==> src/rtl/clkcfg_pkg.sv <==
package clkcfg_pkg;
  localparam int DATA_W      = 32;
  localparam int MUL_W       = 15;
  localparam int DIV_W       = 8;
  localparam int DIV_LSB     = 16;
  localparam int ST_EN_BIT   = 24;
  localparam int ST_CONN_BIT = 25;
  localparam int ST_LOCK_BIT = 26;
  localparam int KEY_W       = 8;
  localparam logic [KEY_W-1:0] KEY_ARM    = 8'hAA;
  localparam logic [KEY_W-1:0] KEY_COMMIT = 8'h55;

  typedef enum logic [1:0] {
    SEL_CTRL = 2'd0,
    SEL_CFG  = 2'd1,
    SEL_STAT = 2'd2,
    SEL_KEY  = 2'd3
  } reg_sel_e;

  typedef struct packed {
    logic             en;
    logic             conn;
    logic [MUL_W-1:0] mul;
    logic [DIV_W-1:0] div;
  } clk_set_t;

  function automatic logic [DATA_W-1:0] pack_ctrl(clk_set_t s);
    logic [DATA_W-1:0] v;
    v = '0;
    v[0] = s.en;
    v[1] = s.conn;
    return v;
  endfunction

  function automatic logic [DATA_W-1:0] pack_cfg(clk_set_t s);
    logic [DATA_W-1:0] v;
    v = '0;
    v[MUL_W-1:0] = s.mul;
    v[DIV_LSB +: DIV_W] = s.div;
    return v;
  endfunction

  function automatic logic [DATA_W-1:0] pack_status(clk_set_t s, logic lock);
    logic [DATA_W-1:0] v;
    v = pack_cfg(s);
    v[ST_EN_BIT]   = s.en;
    v[ST_CONN_BIT] = s.conn;
    v[ST_LOCK_BIT] = lock;
    return v;
  endfunction

  function automatic clk_set_t gate_commit(clk_set_t held, logic lock);
    clk_set_t s;
    s = held;
    s.conn = held.conn & held.en & lock;
    return s;
  endfunction
endpackage

==> src/rtl/clkcfg_staging.sv <==
module clkcfg_staging
  import clkcfg_pkg::*;
(
  input  logic              clk,
  input  logic              rst_n,
  input  logic              wr_ctrl,
  input  logic              wr_cfg,
  input  logic [DATA_W-1:0] wdata,
  output clk_set_t          held
);
  always_ff @(posedge clk or negedge rst_n) begin
    if (!rst_n) begin
      held <= '0;
    end else begin
      if (wr_ctrl) begin
        held.en   <= wdata[0];
        held.conn <= wdata[1];
      end
      if (wr_cfg) begin
        held.mul <= wdata[MUL_W-1:0];
        held.div <= wdata[DIV_LSB +: DIV_W];
      end
    end
  end
endmodule

==> src/rtl/clkcfg_key_seq.sv <==
module clkcfg_key_seq
  import clkcfg_pkg::*;
(
  input  logic             clk,
  input  logic             rst_n,
  input  logic             access,
  input  logic             key_wr,
  input  logic [KEY_W-1:0] key,
  output logic             armed,
  output logic             commit
);
  logic key_is_arm, key_is_commit;

  assign key_is_arm    = key_wr && (key == KEY_ARM);
  assign key_is_commit = key_wr && (key == KEY_COMMIT);
  assign commit        = armed && key_is_commit;

  always_ff @(posedge clk or negedge rst_n) begin
    if (!rst_n) armed <= 1'b0;
    else if (access) armed <= key_is_arm;
  end

  // an idle cycle leaves the sequence state alone
  p_idle_keeps_state_r4: assert property (@(posedge clk) disable iff (!rst_n)
    !access |=> $stable(armed));
endmodule

==> src/rtl/clkcfg_live.sv <==
module clkcfg_live
  import clkcfg_pkg::*;
(
  input  logic     clk,
  input  logic     rst_n,
  input  logic     commit,
  input  clk_set_t held,
  input  logic     lock_in,
  output clk_set_t live
);
  always_ff @(posedge clk or negedge rst_n) begin
    if (!rst_n) live <= '0;
    else if (commit) live <= gate_commit(held, lock_in);
  end

  p_live_hold_r2: assert property (@(posedge clk) disable iff (!rst_n)
    !commit |=> $stable(live));

  p_live_copy_r3: assert property (@(posedge clk) disable iff (!rst_n)
    commit |=> (live.mul == $past(held.mul)) && (live.div == $past(held.div))
               && (live.en == $past(held.en)));

  p_conn_lock_r5: assert property (@(posedge clk) disable iff (!rst_n)
    commit |=> (!live.conn || (live.en && $past(lock_in))));
endmodule

==> src/rtl/clkcfg_regbank.sv <==
module clkcfg_regbank
  import clkcfg_pkg::*;
#(
  parameter int ADDR_W = 4
) (
  input  logic              clk,
  input  logic              rst_n,
  input  logic [ADDR_W-1:0] bus_addr,
  input  logic              bus_wr,
  input  logic              bus_rd,
  input  logic [DATA_W-1:0] bus_wdata,
  output logic [DATA_W-1:0] bus_rdata,
  input  logic              lock_in,
  output logic              pll_en,
  output logic              pll_conn,
  output logic [MUL_W-1:0]  pll_mul,
  output logic [DIV_W-1:0]  pll_div
);
  reg_sel_e sel;
  logic     wr_ctrl, wr_cfg, key_wr, access, armed, commit;
  clk_set_t held, live;

  assign sel     = reg_sel_e'(bus_addr[3:2]);
  assign wr_ctrl = bus_wr && (sel == SEL_CTRL);
  assign wr_cfg  = bus_wr && (sel == SEL_CFG);
  assign key_wr  = bus_wr && (sel == SEL_KEY);
  assign access  = bus_wr || bus_rd;

  clkcfg_staging u_staging (
    .clk(clk), .rst_n(rst_n), .wr_ctrl(wr_ctrl), .wr_cfg(wr_cfg),
    .wdata(bus_wdata), .held(held)
  );

  clkcfg_key_seq u_key_seq (
    .clk(clk), .rst_n(rst_n), .access(access), .key_wr(key_wr),
    .key(bus_wdata[KEY_W-1:0]), .armed(armed), .commit(commit)
  );

  clkcfg_live u_live (
    .clk(clk), .rst_n(rst_n), .commit(commit), .held(held),
    .lock_in(lock_in), .live(live)
  );

  always_comb begin
    bus_rdata = '0;
    if (bus_rd) begin
      unique case (sel)
        SEL_CTRL: bus_rdata = pack_ctrl(held);
        SEL_CFG:  bus_rdata = pack_cfg(held);
        SEL_STAT: bus_rdata = pack_status(live, lock_in);
        SEL_KEY:  bus_rdata = '0;
        default:  bus_rdata = '0;
      endcase
    end
  end

  assign pll_en   = live.en;
  assign pll_conn = live.conn;
  assign pll_mul  = live.mul;
  assign pll_div  = live.div;

  p_stat_unused_r7: assert property (@(posedge clk) disable iff (!rst_n)
    (bus_rd && sel == SEL_STAT) |-> (bus_rdata[DATA_W-1:ST_LOCK_BIT+1] == '0)
                                    && (bus_rdata[ST_LOCK_BIT] == lock_in));

  p_key_reads_zero_r8: assert property (@(posedge clk) disable iff (!rst_n)
    (bus_rd && sel == SEL_KEY) |-> (bus_rdata == '0));

  p_no_read_zero_r8: assert property (@(posedge clk) disable iff (!rst_n)
    !bus_rd |-> (bus_rdata == '0));
endmodule

==> config.mk <==
export PLATFORM = sky130hd
export DESIGN_NAME = clkcfg_regbank
export DESIGN_NICKNAME = d
export VERILOG_FILES = /design/src/rtl/clkcfg_pkg.sv /design/src/rtl/clkcfg_staging.sv /design/src/rtl/clkcfg_key_seq.sv /design/src/rtl/clkcfg_live.sv /design/src/rtl/clkcfg_regbank.sv
export SDC_FILE = /design/constraint.sdc
export NUM_CORES = 1
export LEC_CHECK = 0
export BUFFER_PORTS_ARGS = -buffer_cell sky130_fd_sc_hd__buf_4
export CAP_MARGIN = 10
export CORE_MARGIN = 1
export CORE_UTILIZATION = 48
export CTS_CLUSTER_SIZE = 8
export DETAILED_ROUTE_END_ITERATION = 16
export MAX_ROUTING_LAYER = met4
export PLACE_DENSITY = 0.8
export SETUP_SLACK_MARGIN = 0.02
export SLEW_MARGIN = 20
export SYNTH_ARGS = -nofsm -noshare
export SYNTH_HDL_FRONTEND = slang
export SYNTH_SLANG_ARGS = --single-unit
==> constraint.sdc <==
create_clock -name clk -period 1.9 [get_ports clk]
set_input_delay 0.19 -clock clk [delete_from_list [all_inputs] [get_ports clk]]
set_output_delay 0.19 -clock clk [all_outputs]
set_load 0.05 [all_outputs]
==> metrics.txt <==
# TYPE chip_impl_metric gauge
chip_impl_metric{name="dieHeight",unit="um"} 71.9
chip_impl_metric{name="drive_gt1_share",unit="%"} 59.0
chip_impl_metric{name="final_area",unit="um^2"} 3110
chip_impl_metric{name="avgViaCountPerCell",unit=""} 5.23
chip_impl_metric{name="die-width",unit="um"} 71.9
chip_impl_metric{name="final_nets",unit=""} 291
chip_impl_metric{name="fill_cells",unit=""} 385
chip_impl_metric{name="drt_first_pass_iters",unit=""} 4
chip_impl_metric{name="max_slew_margin",unit="%"} 57.9
chip_impl_metric{name="cts_repair_resize_count",unit=""} 0
chip_impl_metric{name="worst_slew_pin_slew",unit="ns"} 0.632
chip_impl_metric{name="required",unit="ns"} 2.08
chip_impl_metric{name="design.portCount",unit=""} 98
chip_impl_metric{name="placed_cells_incl_taps",unit=""} 309
chip_impl_metric{name="post_synth_inst_count",unit=""} 167
chip_impl_metric{name="max-clock-path-buffers",unit=""} 2
chip_impl_metric{name="final_period_minus_worst_setup_slack",unit="ns"} 1.59
chip_impl_info{name="crit_path_start_kind",value="register"} 1
chip_impl_metric{name="globalRouteTotalUtil",unit="%"} 20.6
chip_impl_metric{name="layout-area-overhead-vs-synth",unit="%"} 32.7
chip_impl_metric{name="p_leak",unit="uW"} 0.00158
chip_impl_info{name="cts_root_buf",value="sky130_fd_sc_hd__clkbuf_8"} 1
chip_impl_metric{name="number_of_global_route_vias_before_repair",unit=""} 1610
chip_impl_info{name="critical_path.endpoint_type",value="register"} 1
chip_impl_metric{name="detailed_place.area",unit="um^2"} 2980
chip_impl_metric{name="final.setup.tns",unit="ns"} 0
chip_impl_metric{name="initial_utilization",unit="%"} 49.6
chip_impl_metric{name="dr.first_iter.drc_count",unit=""} 76
chip_impl_metric{name="timing.hold.ws",unit="ns"} 0.125
chip_impl_metric{name="detailedPlacementHpwl",unit="um"} 3400
chip_impl_metric{name="cts.reportedPaths.clkPinSlew",unit="ns"} 0.09
chip_impl_metric{name="grt_first_pass_wirelength",unit="um"} 7910
chip_impl_metric{name="setup_violations",unit=""} 0
chip_impl_metric{name="ant_nets",unit=""} 0
chip_impl_info{name="status",value="finished, final reports clean"} 1
chip_impl_metric{name="ys_warn_count",unit=""} 0
chip_impl_metric{name="ys_seq_elements",unit=""} 51
chip_impl_metric{name="post-place-ws",unit="ns"} 0.218
chip_impl_metric{name="number_of_max_slew_violations_in_the_final_report",unit=""} 0
chip_impl_metric{name="tritoncts.num_buffers",unit=""} 5
chip_impl_metric{name="antenna_cells_inserted",unit=""} 0
chip_impl_metric{name="fin_skew",unit="ns"} 0.00261
chip_impl_metric{name="final-instance-count-excl-fill",unit=""} 318
chip_impl_metric{name="grt_max_degree",unit=""} 52
chip_impl_info{name="grt_setup_unrepaired",value="false"} 1
chip_impl_metric{name="hold_viol_final",unit=""} 0
chip_impl_metric{name="die-area",unit="um^2"} 5170
chip_impl_info{name="crit_type",value="reg -> reg"} 1
chip_impl_metric{name="place.port_buffers",unit=""} 80
chip_impl_metric{name="vdd_drop_max",unit="mV"} 0.573
chip_impl_metric{name="clock_sinks",unit=""} 51
chip_impl_metric{name="postSynthAreaPerCell",unit="um^2"} 14.0
chip_impl_metric{name="synth.lib_cells_used.distinct",unit=""} 25
chip_impl_info{name="tritoncts_clock_tree",value="built"} 1
chip_impl_metric{name="ctsHtreeMaxLevel",unit=""} 2
chip_impl_metric{name="core_area",unit="um^2"} 4720
chip_impl_metric{name="row_count",unit=""} 25
chip_impl_metric{name="wl_per_cell",unit="um"} 15.4
chip_impl_metric{name="cellPowerDensity",unit="nW/um^2"} 774
chip_impl_metric{name="fin_crit_sh",unit="%"} 83.9
chip_impl_metric{name="seq_area_frac_synth",unit="%"} 54.5
chip_impl_metric{name="fmaxAchievable",unit="MHz"} 628
chip_impl_metric{name="antenna_found_initial",unit=""} 0
chip_impl_metric{name="max-cap-violations",unit=""} 0
chip_impl_metric{name="drt_wl_total",unit="um"} 4900
chip_impl_metric{name="gp_congestion",unit=""} 0.735
chip_impl_metric{name="syn_area",unit="um^2"} 2340
chip_impl_metric{name="drt_drc_violations_left",unit=""} 0
chip_impl_metric{name="critical_path_at",unit="ns"} 1.77
chip_impl_metric{name="grt_overflow",unit=""} 0
chip_impl_metric{name="clkLatencyLatePin",unit="ns"} 0.29
chip_impl_metric{name="num_vias",unit=""} 1663
chip_impl_info{name="timing.hold.worst.class",value="in -> reg"} 1
chip_impl_metric{name="critical_path.max_fanout",unit=""} 14
chip_impl_metric{name="postLayoutSetupSlackWorst",unit="ns"} 0.307
what timing repair did:
action                                 in CTS  in global routing
endpoints found under the hold margin      51                  0
setup buffers                               0                  0
hold buffers                                1                  0
kinds of logic after synthesis:
family / synth area share, %
flops: 54.5
buf+inv: 4.75
other cells: 0.160
simple gates: 7.26
mux: 24.9
compound gates: 8.49
sequential cells by signal (all words and copies together) (netlist names):
name,cells
u_key_seq.armed,1
u_staging.held,25
u_live.live,25
power by group:
group	switching (uW)	internal [uW]	total [uW]
logic	216	178	394
registers	70.6	1190	1260
clock network	332	426	758
total	619	1790	2410
through the flow:
step	power (uW)	util [%]
2_1_floorplan	1530	-
3_3_place_gp	1660	63.2
3_5_place_dp	1680	63.2
4_1_cts	2440	65.9
5_1_grt	2520	65.9
6_report	2410	65.9
synth_stat cells (all sizes together):
library cell	count	area share, %
nand2	4	0.64
or3b	1	0.48
dfrtp	51	54
nand3b	3	0.96
and2	5	1.3
o21ai	3	0.64
mux2i	2	0.85
nand3	1	0.21
buf	10	3.3
mux2	50	24
a22o	21	7.8
nor2	2	0.32
and4bb	1	0.53
nor4	1	0.91
nand4bb	1	0.48
and3b	1	0.37
and3	1	0.27
nor4bb	1	0.43
conb	1	0.16
clkbuf	6	1.4
nor3b	1	0.32
layer usage:
metal  vias up  GRT usage, %  share of wire (%)
li1        764             -                  -
met1       831          28.6                 46
met2        63          30.9                 47
met3         5          4.92                6.1
met4         0          5.01               0.63
met5         -             -                  0
cells in the final DEF (no fill, tap or decap), drive strengths merged, types with 2 or more instances in the layout:
| master | synthesis | final |
|---|---|---|
| nand2 | 4 | 4 |
| o21ai | 3 | 3 |
| conb | 1 | 6 |
| and2 | 5 | 5 |
| buf | 10 | 86 |
| mux2 | 50 | 50 |
| clkbuf | 6 | 6 |
| nand3b | 3 | 3 |
| nor2 | 2 | 2 |
| dfrtp | 51 | 51 |
| mux2i | 2 | 2 |
| a22o | 21 | 21 |
worst max-delay path, stage by stage (launching register included):
cell	delay, ns
sky130_fd_sc_hd__dfrtp_1	0.36
sky130_fd_sc_hd__nand4bb_1	0.16
sky130_fd_sc_hd__nor4_4	0.32
sky130_fd_sc_hd__buf_4	0.28
sky130_fd_sc_hd__mux2_2	0.36
final cells by class:
type                            instances  area [um^2]  share of cell area [%]
Sequential cell                        51         1280                    41.0
Timing Repair Buffer                   87          656                    21.1
Clock buffer                            6         82.6                    2.65
Clock inverter                          2         35.0                    1.13
Tap cell                               67         83.8                    2.70
Multi-Input combinational cell        105          977                    31.4
path summary, 6_finish.rpt:
path	start	to	slack (ns)	depth (start not counted)
max	u_key_seq.armed$_DFFE_PN0P_	u_live.live[10]$_DFFE_PN0P_	0.31	4
min	bus_wdata[18]	u_staging.held[2]$_DFFE_PN0P_	0.13	2
max reg2reg	u_key_seq.armed$_DFFE_PN0P_	u_live.live[10]$_DFFE_PN0P_	0.31	4
min reg2reg	u_key_seq.armed$_DFFE_PN0P_	u_key_seq.armed$_DFFE_PN0P_	0.50	2
max in group asynchronous	rst_n	u_live.live[24]$_DFFE_PN0P_	1.02	2
min in group asynchronous	rst_n	u_staging.held[13]$_DFFE_PN0P_	0.46	2
No activity file was read; power rests on OpenSTA's default activity.
